[src/rtl/addsub_pkg.sv]
package addsub_pkg;

  typedef enum logic [1:0] {
    OP_ADD = 2'b00,
    OP_ADC = 2'b01,
    OP_SBB = 2'b10,
    OP_CLR = 2'b11
  } addsub_op_e;

  // number of 4-bit groups for an operand width
  function automatic int grp_cnt(input int w);
    return (w - 1) / 4 + 1;
  endfunction

  // bit position of the carry that closes group h
  function automatic int grp_edge(input int w, input int h);
    return ((h + 1) * 4 < w) ? (h + 1) * 4 : w;
  endfunction

endpackage

[src/rtl/addsub_prep.sv]
module addsub_prep
  import addsub_pkg::*;
#(
  parameter int W = 8
) (
  input  logic [W-1:0] b_i,
  input  logic         cin_i,
  input  logic [1:0]   op_i,
  output logic [W-1:0] b_eff_o,
  output logic         c0_o,
  output logic         sub_o,
  output logic         kill_o
);

  addsub_op_e op;

  always_comb begin
    op      = addsub_op_e'(op_i);
    sub_o   = 1'b0;
    kill_o  = 1'b0;
    c0_o    = 1'b0;
    b_eff_o = b_i;
    unique case (op)
      OP_ADD: c0_o = 1'b0;
      OP_ADC: c0_o = cin_i;
      OP_SBB: begin
        // A - B - cin == A + ~B + ~cin ; borrow = ~carry
        sub_o   = 1'b1;
        b_eff_o = ~b_i;
        c0_o    = ~cin_i;
      end
      OP_CLR: kill_o = 1'b1;
      default: kill_o = 1'b1;
    endcase
  end

endmodule

[src/rtl/addsub_ripple.sv]
module addsub_ripple #(
  parameter int W = 8
) (
  input  logic [W-1:0] a_i,
  input  logic [W-1:0] b_i,
  input  logic         c0_i,
  output logic [W-1:0] sum_o,
  output logic [W:0]   carry_o
);

  assign carry_o[0] = c0_i;

  for (genvar i = 0; i < W; i++) begin : g_bit
    assign sum_o[i]     = a_i[i] ^ b_i[i] ^ carry_o[i];
    assign carry_o[i+1] = (a_i[i] & b_i[i]) | (carry_o[i] & (a_i[i] ^ b_i[i]));
  end

endmodule

[src/rtl/addsub_flags.sv]
module addsub_flags
  import addsub_pkg::*;
#(
  parameter int W  = 8,
  parameter int NG = grp_cnt(W)
) (
  input  logic [W:0]    carry_i,
  input  logic          sub_i,
  input  logic          kill_i,
  output logic [NG-1:0] cy_o,
  output logic          ov_o
);

  for (genvar h = 0; h < NG; h++) begin : g_grp
    localparam int EDGE = grp_edge(W, h);
    // carry for add, inverted carry (borrow) for subtract
    assign cy_o[h] = ~kill_i & (carry_i[EDGE] ^ sub_i);
  end

  // carry into sign bit vs carry out of it; inversion cancels for subtract
  assign ov_o = ~kill_i & (carry_i[W] ^ carry_i[W-1]);

endmodule

[src/rtl/nibble_addsub.sv]
module nibble_addsub
  import addsub_pkg::*;
#(
  parameter int W = 8,
  localparam int NG = grp_cnt(W)
) (
  input  logic [W-1:0]  a_i,
  input  logic [W-1:0]  b_i,
  input  logic [NG-1:0] cy_i,
  input  logic          ov_i,
  input  logic [1:0]    op_i,
  output logic [W-1:0]  res_o,
  output logic [NG-1:0] cy_o,
  output logic          ov_o
);

  logic [W-1:0] b_eff;
  logic         c0;
  logic         sub;
  logic         kill;
  logic [W-1:0] sum;
  logic [W:0]   carry;
  logic         unused_flag_bits;

  // only the top carry bit is consumed
  assign unused_flag_bits = ^{cy_i, ov_i};

  addsub_prep #(.W(W)) u_prep (
    .b_i    (b_i),
    .cin_i  (cy_i[NG-1]),
    .op_i   (op_i),
    .b_eff_o(b_eff),
    .c0_o   (c0),
    .sub_o  (sub),
    .kill_o (kill)
  );

  addsub_ripple #(.W(W)) u_ripple (
    .a_i    (a_i),
    .b_i    (b_eff),
    .c0_i   (c0),
    .sum_o  (sum),
    .carry_o(carry)
  );

  addsub_flags #(.W(W), .NG(NG)) u_flags (
    .carry_i(carry),
    .sub_i  (sub),
    .kill_i (kill),
    .cy_o   (cy_o),
    .ov_o   (ov_o)
  );

  assign res_o = kill ? '0 : sum;

endmodule

[config.mk]
export PLATFORM = sky130hd
export DESIGN_NAME = nibble_addsub
export DESIGN_NICKNAME = d
export VERILOG_FILES = /design/src/rtl/addsub_pkg.sv /design/src/rtl/addsub_prep.sv /design/src/rtl/addsub_ripple.sv /design/src/rtl/addsub_flags.sv /design/src/rtl/nibble_addsub.sv
export SDC_FILE = /design/constraint.sdc
export NUM_CORES = 1
export LEC_CHECK = 0
export ABC_AREA = 1
export BUFFER_PORTS_ARGS = -buffer_cell sky130_fd_sc_hd__buf_4
export CAP_MARGIN = 40
export CORE_AREA = 3 3 40 42
export DETAILED_ROUTE_END_ITERATION = 16
export DIE_AREA = 0 0 43 45
export PLACE_DENSITY_LB_ADDON = 0.15
export SLEW_MARGIN = 10
export SYNTH_ARGS = -nofsm -noshare
export SYNTH_HDL_FRONTEND = slang
export SYNTH_SLANG_ARGS = --single-unit
[constraint.sdc]
create_clock -name vclk -period 10.35
set_input_delay 0.5175 -clock vclk [all_inputs]
set_output_delay 0.5175 -clock vclk [all_outputs]
set_load 0.02 [all_outputs]
After elaboration in Yosys (flattened, before gate mapping)
Cells that the tools add are included.
- logic and storage cells: 57
- register bits: 0
- output and inout bits: 11
- input port bits: 21
- bitwise logic cells: 49
- eq/ne operators: 3
- muxes and demuxes: 5
- operators with widths (cell ; count):
    AND 1 bit ; 19
    bitwise XOR 1 bit ; 19
    2-to-1 mux 8 bit ; 2
    inverter 8 bit ; 1
    bitwise OR 1 bit ; 8
    equality test 2 bit (second input constant) ; 2
    equality test 2 x 1 -> 1 bit (second input constant) ; 1
    2-to-1 mux 1 bit ; 2
    inverter 1 bit ; 2
    one-hot mux 1 bit (2 select lines) ; 1

Depth between registers and ports, before layout
Gate-level depths: netlist (run 1).
- depth after elaboration: 21
- mapped depth: 18
- depth with buffers taken out: 18

Hierarchy
From an unflattened synthesis (run 1), not the netlist that was laid out.
- cell total of the unflattened synthesis: 82
- area total of the unflattened synthesis: 471.7 um^2
- by module, submodules not included (module ; seq. area each (um^2) ; times used ; cells an instance ; area an instance (um^2)):
    addsub_prep ; 0.0 ; 1 ; 43 ; 183.9
    addsub_ripple ; 0.0 ; 1 ; 9 ; 167.7
    nibble_addsub ; 0.0 ; 1 ; 17 ; 71.3
    addsub_flags ; 0.0 ; 1 ; 13 ; 48.8

Least setup slack after synthesis (run 1)
Ideal clock, no wire load.
- path kind: input port to output port
- start point: input op_i[0]
- end point: output res_o[7]
- data arrival time: 4.208 ns
- path buffers: 0
- stages: 16
- data required time: 9.833 ns
- setup slack: 5.624 ns
- path through: inv_1 -> nand2_1 -> nand2_1 -> nand2_1 -> fa_1 -> fa_1 -> fa_1 -> fa_1 -> fa_1 -> inv_1 -> fa_1 -> inv_1 -> fa_1 -> inv_1 -> fa_1 -> nor2_1
- cells in the longest elaborated chain, start to end: 19
- elaborated cells on any way between the ends: 37
- classes of those cells: eq/ne (3); mux (4); bitwise (30)
- ends and longest elaborated chain (what ; RTL line ; source):
    from (decl) ; nibble_addsub.sv:11 ; input logic [1:0] op_i,
    equality test 2 bit ; addsub_prep.sv:23 ; unique case (op)
    2-to-1 mux 8 bit ; addsub_prep.sv:23 ;
    bitwise XOR 1 bit ; addsub_ripple.sv:15 ; assign carry_o[i+1] = (a_i[i] & b_i[i]) | (carry_o[i] & (a_i[i] ^ b_i[i]));
    AND 1 bit ; addsub_ripple.sv:15 ;
    bitwise OR 1 bit ; addsub_ripple.sv:15 ;
    AND 1 bit ; addsub_ripple.sv:15 ;
    bitwise OR 1 bit ; addsub_ripple.sv:15 ;
    AND 1 bit ; addsub_ripple.sv:15 ;
    (+3 left out) ; n/a ;
    AND 1 bit ; addsub_ripple.sv:15 ;
    bitwise OR 1 bit ; addsub_ripple.sv:15 ;
    AND 1 bit ; addsub_ripple.sv:15 ;
    bitwise OR 1 bit ; addsub_ripple.sv:15 ;
    AND 1 bit ; addsub_ripple.sv:15 ;
    bitwise OR 1 bit ; addsub_ripple.sv:15 ;
    bitwise XOR 1 bit ; addsub_ripple.sv:14 ; assign sum_o[i] = a_i[i] ^ b_i[i] ^ carry_o[i];
    2-to-1 mux 8 bit * ; nibble_addsub.sv:54 ; assign res_o = kill ? '0 : sum;
    to (decl) ; nibble_addsub.sv:12 ; output logic [W-1:0] res_o,
Every way passes the cells marked *; elsewhere a longest branch is shown, timed or not.

Worst setup path after layout (run 1)
Ends and elaborated chain as after synthesis.

==> summary.md, run 1 <==
| Metric | Value |
|---|---|
| Minimum clock period after layout | 5.03 ns |
| Final GP Congestion | 0.704 |
| Switch share | 54.6% |
| Die Ht | 45 um |
| Int Power | 0.0242 mW |
| Worst path most repeated cell | fa_1 |
| Final WL | 1020 um |
| Maxcap violations | 0 |
| Total congestion overflow | 0 |
| Met2 WL | 539 um |
| FFs & Latches | 0 |
| HPWL Detailed | 886 um |
| Synth area leaders | fa_1, nand2_1, inv_1 |
| Post-Layout Cell Count | 125 |
| CP max-delay cell | fa_1 |
| Vias in the first global route | 388 |
| NetSw | 0.0291 mW |
| Detail Route Antenna Nets | 0 |
| Top cell type's share of synthesized area | 36.1% |
| Data required time of the critical path | 9.83 ns |
| Yosys cell types | 7 |
| VDD IR max | 0.0000350 V |
| I/O pins | 32 |
| Nets | 141 |
| Crit path launch type | primary input |
| PD cells | 77.4 mW/mm^2 |
| Max-slew violations | 0 |
| Number of remaining DRC errors | 0 |
| Pre-CTS setup slack | 5.29 ns |
| Critical path class | in2out |
| Dpl cells | 125 |
| Slew @ Worst Pin | 0.280 ns |
| TritonRoute pass-1 iters | 4 |
| Total GRT Usage | 9.81% |
| Gates resized, CTS repair | 0 |
| Fmax achieved | 0.199 GHz |
| Final setup TNS | 0 ns |
| Initial Utilization | 34.6% |
| PortBufs | 30 |
| Max stage delay on crit path | 0.43 ns |
| Final Cell Area | 688 sq um |
| Share of layout cells above drive strength 1 | 29.1% |
| Wire length of the first global-routing pass | 1530 um |
| Count leader, synth | nand2_1 |
| Setup ws final | 5.32 ns |
| DRT iter0 DRCs | 6 |
| Final Hold Fails | 0 |
| Clock Power Share | 0% |
| Area Growth Syn to Fin | 54.9% |
| Synth Net Count | 109 |
| Power Total | 0.0533 mW |
| Worst min path class | in2out |
| Max Used Layer | met3 |
| Via/cell ratio | 4.07 |
| Commonest cells post-synth | nand2_1, inv_1, nor2_1 |
| Register area | 0 sq um |
| Clock buf count | 0 |
| Core ar. | 0.00128 sq mm |
| Setup violations, final | 0 |
| Leak | 0.463 nW |
| Die X | 43 um |
| Maximum number of pins on one net before global-route repair | 10 |
| Rows | 13 |
| Mapped Cells | 80 |
| Cell family with most CP delay | adder cells |
| N_diodes | 0 |
| CP Buf/Inv Count | 6 |
| Syn avg cell area | 5.55 sq um |
| Worst Path Arrival | 4.52 ns |
| Period utilization | 48.6% |
| Rel. slew slack | 81.3% |
| Outcome | finished clean |
| Synth warn | 0 |
| Cts hold-fix bufs | 0 |
| Critical path endpoint category | output port |
| Logic pwr share | 100.0% |
| Post-route met1 wirelength | 390 um |
| Setup bufs post-CTS | 0 |
| RSZ-0062 raised after global routing | false |
| Cell Area, Placed | 688 sq um |
| Worst Path Max Fanout | 8 |
| Yosys top cell by area | fa_1 |
| Die ar. | 0.00194 sq mm |
| Vias after detailed routing | 509 |
| Synth Cell Area | 444 sq um |
| Part of the power in registers | 0% |
| Crit-path cells | buf_4 -> inv_1 -> nand2_1 -> nand2_1 -> nand2_1 -> fa_1 -> fa_1 -> fa_1 -> fa_1 -> fa_1 -> inv_1 -> fa_1 -> inv_1 -> fa_1 -> inv_1 -> fa_1 -> nor2_1 -> buf_4 |
| Post-synthesis sequential area ratio | 0% |
| Initial antenna violation count | 0 |
| WL per Instance | 8.16 um |
| Met3 wire len | 90 um |
## placed cells by master (no fill, tap or decap), drive strengths merged
cell type	count
or2	1
nor2	11
nand2	33
inv	24
buf	30
nand3	3
fa	8
## metrics by stage
stage | utilization [%] | hold slack (ns)
CTS | 53.6 | 1.44
global placement | 53.6 | 1.44
global route | 53.6 | 1.47
floorplan | - | 1.22
detailed placement | 53.6 | 1.44
finish | 53.6 | 1.44
## final timing paths
path	slack, ns	end	cells after the start	startpoint
max	5.32	res_o[7]	18	op_i[0]
min	1.44	cy_o[1]	4	op_i[1]
## cell type report
cell class | count | area (sq um)
fill | 141 | 597
multi-input combinational | 56 | 354
timing repair buffer | 30 | 225
inverter | 24 | 90.1
tap | 15 | 18.8
## cell families (layout without fill, tap and decap cells)
group / after synthesis / count (layout) / synth area share [%]
and+or+nand+nor: 48 / 48 / 43.7
buffers and inverters: 24 / 54 / 20.3
adders and majority gates: 8 / 8 / 36.1
## power by group through the flow
stage	clock (mW)	combinational (mW)	sequential, mW
after floorplan	0	0.0312	0
after detailed placement	0	0.0540	0
after global placement	0	0.0528	0
after CTS	0	0.0541	0
after global routing	0	0.0591	0
final	0	0.0533	0
## metal layers
layer	GRT usage [%]	vias to the layer above
li1	-	279
met1	12.5	214
met2	19.2	16
met3	0.797	0
met4	0	0
met5	0	-
No activity file was read; power rests on OpenSTA's default activity.
==> run 2: changes to the inputs <==
==> constraint.sdc (replaced) <==
create_clock -name vclk -period 4.3
set_input_delay 0.215 -clock vclk [all_inputs]
set_output_delay 0.215 -clock vclk [all_outputs]
set_load 0.02 [all_outputs]
==> run 2 against run 1 <==
Net effect:
- cell count up 3.2%
- first-iteration DRC count down 33%
- worst hold slack got worse by 0.59 ns
- non-clock buffer count is 4 higher
- core utilization rose by 3.1 points
- clock-buffer cell count stayed put
- die area unchanged
- combinational power grew to 2.6 times the previous value
- sequential share of layout area unchanged
- routed wire length is 5.3% higher
- flip-flop and latch count is the same
- via count up 2.2%
- critical endpoint unchanged
- largest cell class unchanged
- largest power group unchanged
==> summary.md, run 2 (synthesis gave the netlist of run 1 again) <==
| Metric | Value |
|---|---|
| Total congestion overflow | 0 (unchanged) |
| Cell Area, Placed | 711 sq um (was 688 sq um) |
| Critical path class | in2out (unchanged) |
| Share of layout cells above drive strength 1 | 36.0% (was 29.1%) |
| PD cells | 186 mW/mm^2 (was 77.4 mW/mm^2) |
| Leak | 0.478 nW (was 0.463 nW) |
| Wire length of the first global-routing pass | 1770 um (was 1530 um) |
| Setup ws final | 0.227 ns (was 5.32 ns) |
| Nets | 145 (was 141) |
| Final Cell Area | 728 sq um (was 688 sq um) |
| Power Total | 0.136 mW (was 0.0533 mW) |
| VDD IR max | 0.0000767 V (was 0.0000350 V) |
| Die Ht | 45 um (unchanged) |
| RSZ-0062 raised after global routing | false (unchanged) |
| Slew @ Worst Pin | 0.258 ns (was 0.280 ns) |
| FFs & Latches | 0 (unchanged) |
| Commonest non-fill, non-tap cells in the layout | buf_4, nand2_1, inv_1 (was nand2_1, buf_4, inv_1) |
| Detail Route Antenna Nets | 0 (unchanged) |
| Worst Path Arrival | 3.86 ns (was 4.52 ns) |
| Rel. slew slack | 82.8% (was 81.3%) |
| Final setup TNS | 0 ns (unchanged) |
| N_diodes | 0 (unchanged) |
| Initial antenna violation count | 0 (unchanged) |
| Number of remaining DRC errors | 0 (unchanged) |
| Die ar. | 0.00194 sq mm (unchanged) |
| Most common cell after layout, fill and taps aside | buf_4 (was nand2_1) |
| TritonRoute pass-1 iters | 2 (was 4) |
| Final WL | 1070 um (was 1020 um) |
| Data required time of the critical path | 4.09 ns (was 9.83 ns) |
| Vias in the first global route | 471 (was 388) |
| Area Growth Syn to Fin | 63.9% (was 54.9%) |
| Vias after detailed routing | 520 (was 509) |
| Die X | 43 um (unchanged) |
| Initial Utilization | 34.6% (unchanged) |
| Period utilization | 94.7% |
| Pre-CTS setup slack | 0.00457 ns (was 5.29 ns) |
| Register area | 0 sq um (unchanged) |
| Clock buf count | 0 (unchanged) |
| Setup violations, final | 0 (unchanged) |
| Total GRT Usage | 11.1% (was 9.81%) |
| DRT iter0 DRCs | 4 (was 6) |
| WL per Instance | 8.33 um (was 8.16 um) |
| I/O pins | 32 (unchanged) |
| HPWL Detailed | 942 um (was 886 um) |
| Fmax achieved | 0.246 GHz |
| Dpl cells | 128 (was 125) |
| Maximum number of pins on one net before global-route repair | 9 (was 10) |
| Final GP Congestion | 0.697 (was 0.704) |
| Worst min path class | in2out (unchanged) |
| Minimum clock period after layout | 4.07 ns |
| Final Hold Fails | 0 (unchanged) |
| Post-Layout Cell Count | 129 (was 125) |
| Filler instances | 128 (was 141) |
| Max-slew violations | 0 (unchanged) |
| Core ar. | 0.00128 sq mm (unchanged) |
| Via/cell ratio | 4.03 (was 4.07) |
| PortBufs | 30 (unchanged) |
| Rows | 13 (unchanged) |
| Crit path launch type | primary input (unchanged) |
| Critical path endpoint category | output port (unchanged) |
| Worst Path Max Fanout | 4 (was 8) |
| Maxcap violations | 0 (unchanged) |
| Outcome | finished clean (unchanged) |
==> run 2: cell types whose count changed in the layout (fill, tap and decap cells not counted) <==
| cell | previous run | this run |
|---|---|---|
| inv_2 | 0 | 1 |
| fa_2 | 0 | 4 |
| inv_1 | 24 | 23 |
| fa_1 | 8 | 4 |
| buf_4 | 30 | 34 |
==> run 2: final timing paths <==
path    start  slack (ns)  endpoint  cells after the start
max   op_i[0]        0.23  res_o[7]                     18
min   op_i[1]        0.86   cy_o[0]                      5
==> run 2: layout make-up <==
| class | instances | area (sq um) | area share (%) |
|---|---|---|---|
| repair buffers | 34 | 255 | 35.1 |
| well taps | 15 | 18.8 | 2.58 |
| multi-input cells | 56 | 364 | 50.0 |
| inverters | 24 | 90.1 | 12.4 |
==> run 2: power breakdown <==
part	total, mW	switching, mW	leakage, nW	internal [mW]
sequential	0	0	0	0
clock	0	0	0	0
combinational	0.136	0.0726	0.478	0.0629
==> run 2: metal layers <==
| layer | wire [um] | global-route usage, % |
|---|---|---|
| met1 | 437 | 13.2 |
| met2 | 549 | 23.1 |
| met3 | 87 | 0.797 |
| met4 | 0 | 0 |
| met5 | 0 | 0 |
==> run 2: worst max-delay path: stages <==
cell and delay (ns):
buf_4 0.13, inv_1 0.09, nand2_1 0.07, nand2_1 0.06, nand2_1 0.07, fa_2 0.36
fa_2 0.35, fa_2 0.36, fa_2 0.41, fa_1 0.37, inv_1 0.07, fa_1 0.15
inv_1 0.05, fa_1 0.38, inv_2 0.08, fa_1 0.40, nor2_1 0.09, buf_4 0.14
==> run 2: what timing repair did <==
item / in CTS / in global routing
endpoints found under the setup margin: 1 / 2
gates resized for setup: 1 / 4
hold buffers: 0 / 0
pin swaps: 0 / 2
setup buffers: 0 / 1
==> run 2: metrics by stage <==
stage | utilization, % | hold slack, ns
2_1_floorplan | - | 0.614
3_3_place_gp | 55.3 | 0.854
3_5_place_dp | 55.3 | 0.862
4_1_cts | 55.5 | 0.863
5_1_grt | 56.7 | 0.883
6_report | 56.7 | 0.856
==> run 3: changes to the inputs <==
--- a/config.mk
+++ b/config.mk
@@ -11,7 +11,7 @@
 export CORE_AREA = 3 3 40 42
 export DETAILED_ROUTE_END_ITERATION = 16
 export DIE_AREA = 0 0 43 45
-export PLACE_DENSITY_LB_ADDON = 0.15
+export PLACE_DENSITY = 0.74
 export SLEW_MARGIN = 10
 export SYNTH_ARGS = -nofsm -noshare
 export SYNTH_HDL_FRONTEND = slang
==> run 3 against run 2 <==
Net effect:
- worst setup slack got worse by 0.013 ns
- core utilization fell by 0.58 points
- largest power group unchanged
- global-route usage rose by 1.4 points
- combinational power barely moved
- total power fell by 0.39%
- via count rose by 6.9%
- die area did not move
- critical path depth did not move
- cell count fell by 0.78%
==> summary.md, run 3 (synthesis gave the netlist of run 1 again) <==
| Metric | Value |
|---|---|
| Outcome | finished clean (unchanged) |
| Vias after detailed routing | 556 (was 520) |
| Period utilization | 95.0% (was 94.7%) |
| Initial Utilization | 34.6% (unchanged) |
| Cts hold-fix bufs | 0 (unchanged) |
| Worst hold stages | 4 (was 5) |
| Worst min path class | in2out (unchanged) |
| Total GRT Usage | 12.6% (was 11.1%) |
| Die ar. | 0.00194 sq mm (unchanged) |
| Final WL | 1100 um (was 1070 um) |
| Fmax achieved | 0.245 GHz (was 0.246 GHz) |
| Number of remaining DRC errors | 0 (unchanged) |
| Wire length of the first global-routing pass | 1990 um (was 1770 um) |
| Final GP Congestion | 0.718 (was 0.697) |
| Worst hold path startpoint | op_i[1] (unchanged) |
| Commonest non-fill, non-tap cells in the layout | nand2_1, buf_4, inv_1 (was buf_4, nand2_1, inv_1) |
| TritonRoute pass-1 iters | 4 (was 2) |
| Final Hold Fails | 0 (unchanged) |
| Worst Path Max Fanout | 4 (unchanged) |
| HPWL Detailed | 944 um (was 942 um) |
| Detail Route Antenna Nets | 0 (unchanged) |
| Core ar. | 0.00128 sq mm (unchanged) |
| Maximum number of pins on one net before global-route repair | 9 (unchanged) |
| I/O pins | 32 (unchanged) |
| PortBufs | 30 (unchanged) |
| Data required time of the critical path | 4.09 ns (about the same) |
| Power Total | 0.135 mW (was 0.136 mW) |
| Max-slew violations | 0 (unchanged) |
| Pre-CTS setup slack | 0.0456 ns (was 0.00457 ns) |
| RSZ-0062 raised after global routing | false (unchanged) |
| Setup bufs post-CTS | 0 (unchanged) |
| Clock buf count | 0 (unchanged) |
| Vias in the first global route | 514 (was 471) |
| Setup ws final | 0.214 ns (was 0.227 ns) |
| Initial antenna violation count | 0 (unchanged) |
| Total congestion overflow | 0 (unchanged) |
| Setup violations, final | 0 (unchanged) |
| Die X | 43 um (unchanged) |
| Leak | 0.473 nW (was 0.478 nW) |
| Area Growth Syn to Fin | 62.3% (was 63.9%) |
| FFs & Latches | 0 (unchanged) |
| Nets | 144 (was 145) |
| Share of layout cells above drive strength 1 | 36.3% (was 36.0%) |
| Gates resized, CTS repair | 0 (was 1) |
| Minimum clock period after layout | 4.09 ns (was 4.07 ns) |
| Final Core Density | 56.1% (was 56.7%) |
| Worst Hold End | cy_o[1] (was cy_o[0]) |
| Slew @ Worst Pin | 0.284 ns (was 0.258 ns) |
| PD cells | 187 mW/mm^2 (was 186 mW/mm^2) |
| WL per Instance | 8.58 um (was 8.33 um) |
| DRT iter0 DRCs | 5 (was 4) |
| Critical path endpoint category | output port (unchanged) |
| Maxcap violations | 0 (unchanged) |
| Final setup TNS | 0 ns (unchanged) |
| Via/cell ratio | 4.34 (was 4.03) |
| N_diodes | 0 (unchanged) |
| Die Ht | 45 um (unchanged) |
| Rel. slew slack | 81.1% (was 82.8%) |
| Rows | 13 (unchanged) |
| VDD IR max | 0.0000926 V (was 0.0000767 V) |
| Register area | 0 sq um (unchanged) |
| Critical path class | in2out (unchanged) |
| Filler instances | 147 (was 128) |
| Crit path launch type | primary input (unchanged) |
| Worst Path Arrival | 3.87 ns (was 3.86 ns) |
run 3: changes by cell type in the layout (fill, tap and decap cells not counted), sizes merged:
cell	before	now
buf	34	33
run 3: routing by layer:
metal  wire (um)  vias to the layer above  GRT usage, %
li1            -                      285             -
met1         473                      245          16.7
met2         528                       26          24.0
met3          96                        0         0.797
met4           0                        0             0
met5           0                        -             0
run 3: power breakdown:
part	switching, mW	total, mW	internal [mW]
Sequential	0	0	0
Clock	0	0	0
Combinational	0.0725	0.135	0.0624
run 3: worst max-delay path: stages:
cell and delay, ns:
buf_4 0.13, inv_1 0.09, nand2_1 0.08, nand2_1 0.06, nand2_1 0.07, fa_1 0.41
fa_2 0.35, fa_2 0.35, fa_2 0.36, fa_1 0.36, inv_1 0.08, fa_1 0.15
inv_1 0.05, fa_1 0.37, inv_2 0.08, fa_1 0.42, nor2_2 0.12, buf_4 0.14
run 3: worst max path at each step:
stage / from / endpoint / slack, ns / cells past startpoint
after floorplan: op_i[0] / res_o[7] / 0.18 / 16
after global placement: op_i[1] / res_o[7] / 0.06 / 18
after detailed placement: op_i[1] / res_o[7] / 0.05 / 18
after CTS: op_i[0] / res_o[7] / 0.03 / 18
after global routing: op_i[0] / res_o[7] / 0.02 / 18
final: op_i[0] / res_o[7] / 0.21 / 18
run 3: cell type report:
cell class         count  area, sq um  share of cell area [%]
repair buffers        33          248                    34.4
well taps             15         18.8                    2.60
multi-input cells     56          364                    50.5
inverters             24         90.1                    12.5
run 3: metrics by stage:
step,hold slack [ns],instances,area (sq um)
6_report,0.846,128,721
5_1_grt,0.876,128,721
4_1_cts,0.843,128,711
3_5_place_dp,0.838,128,711
3_3_place_gp,0.837,128,711
2_1_floorplan,0.614,80,444
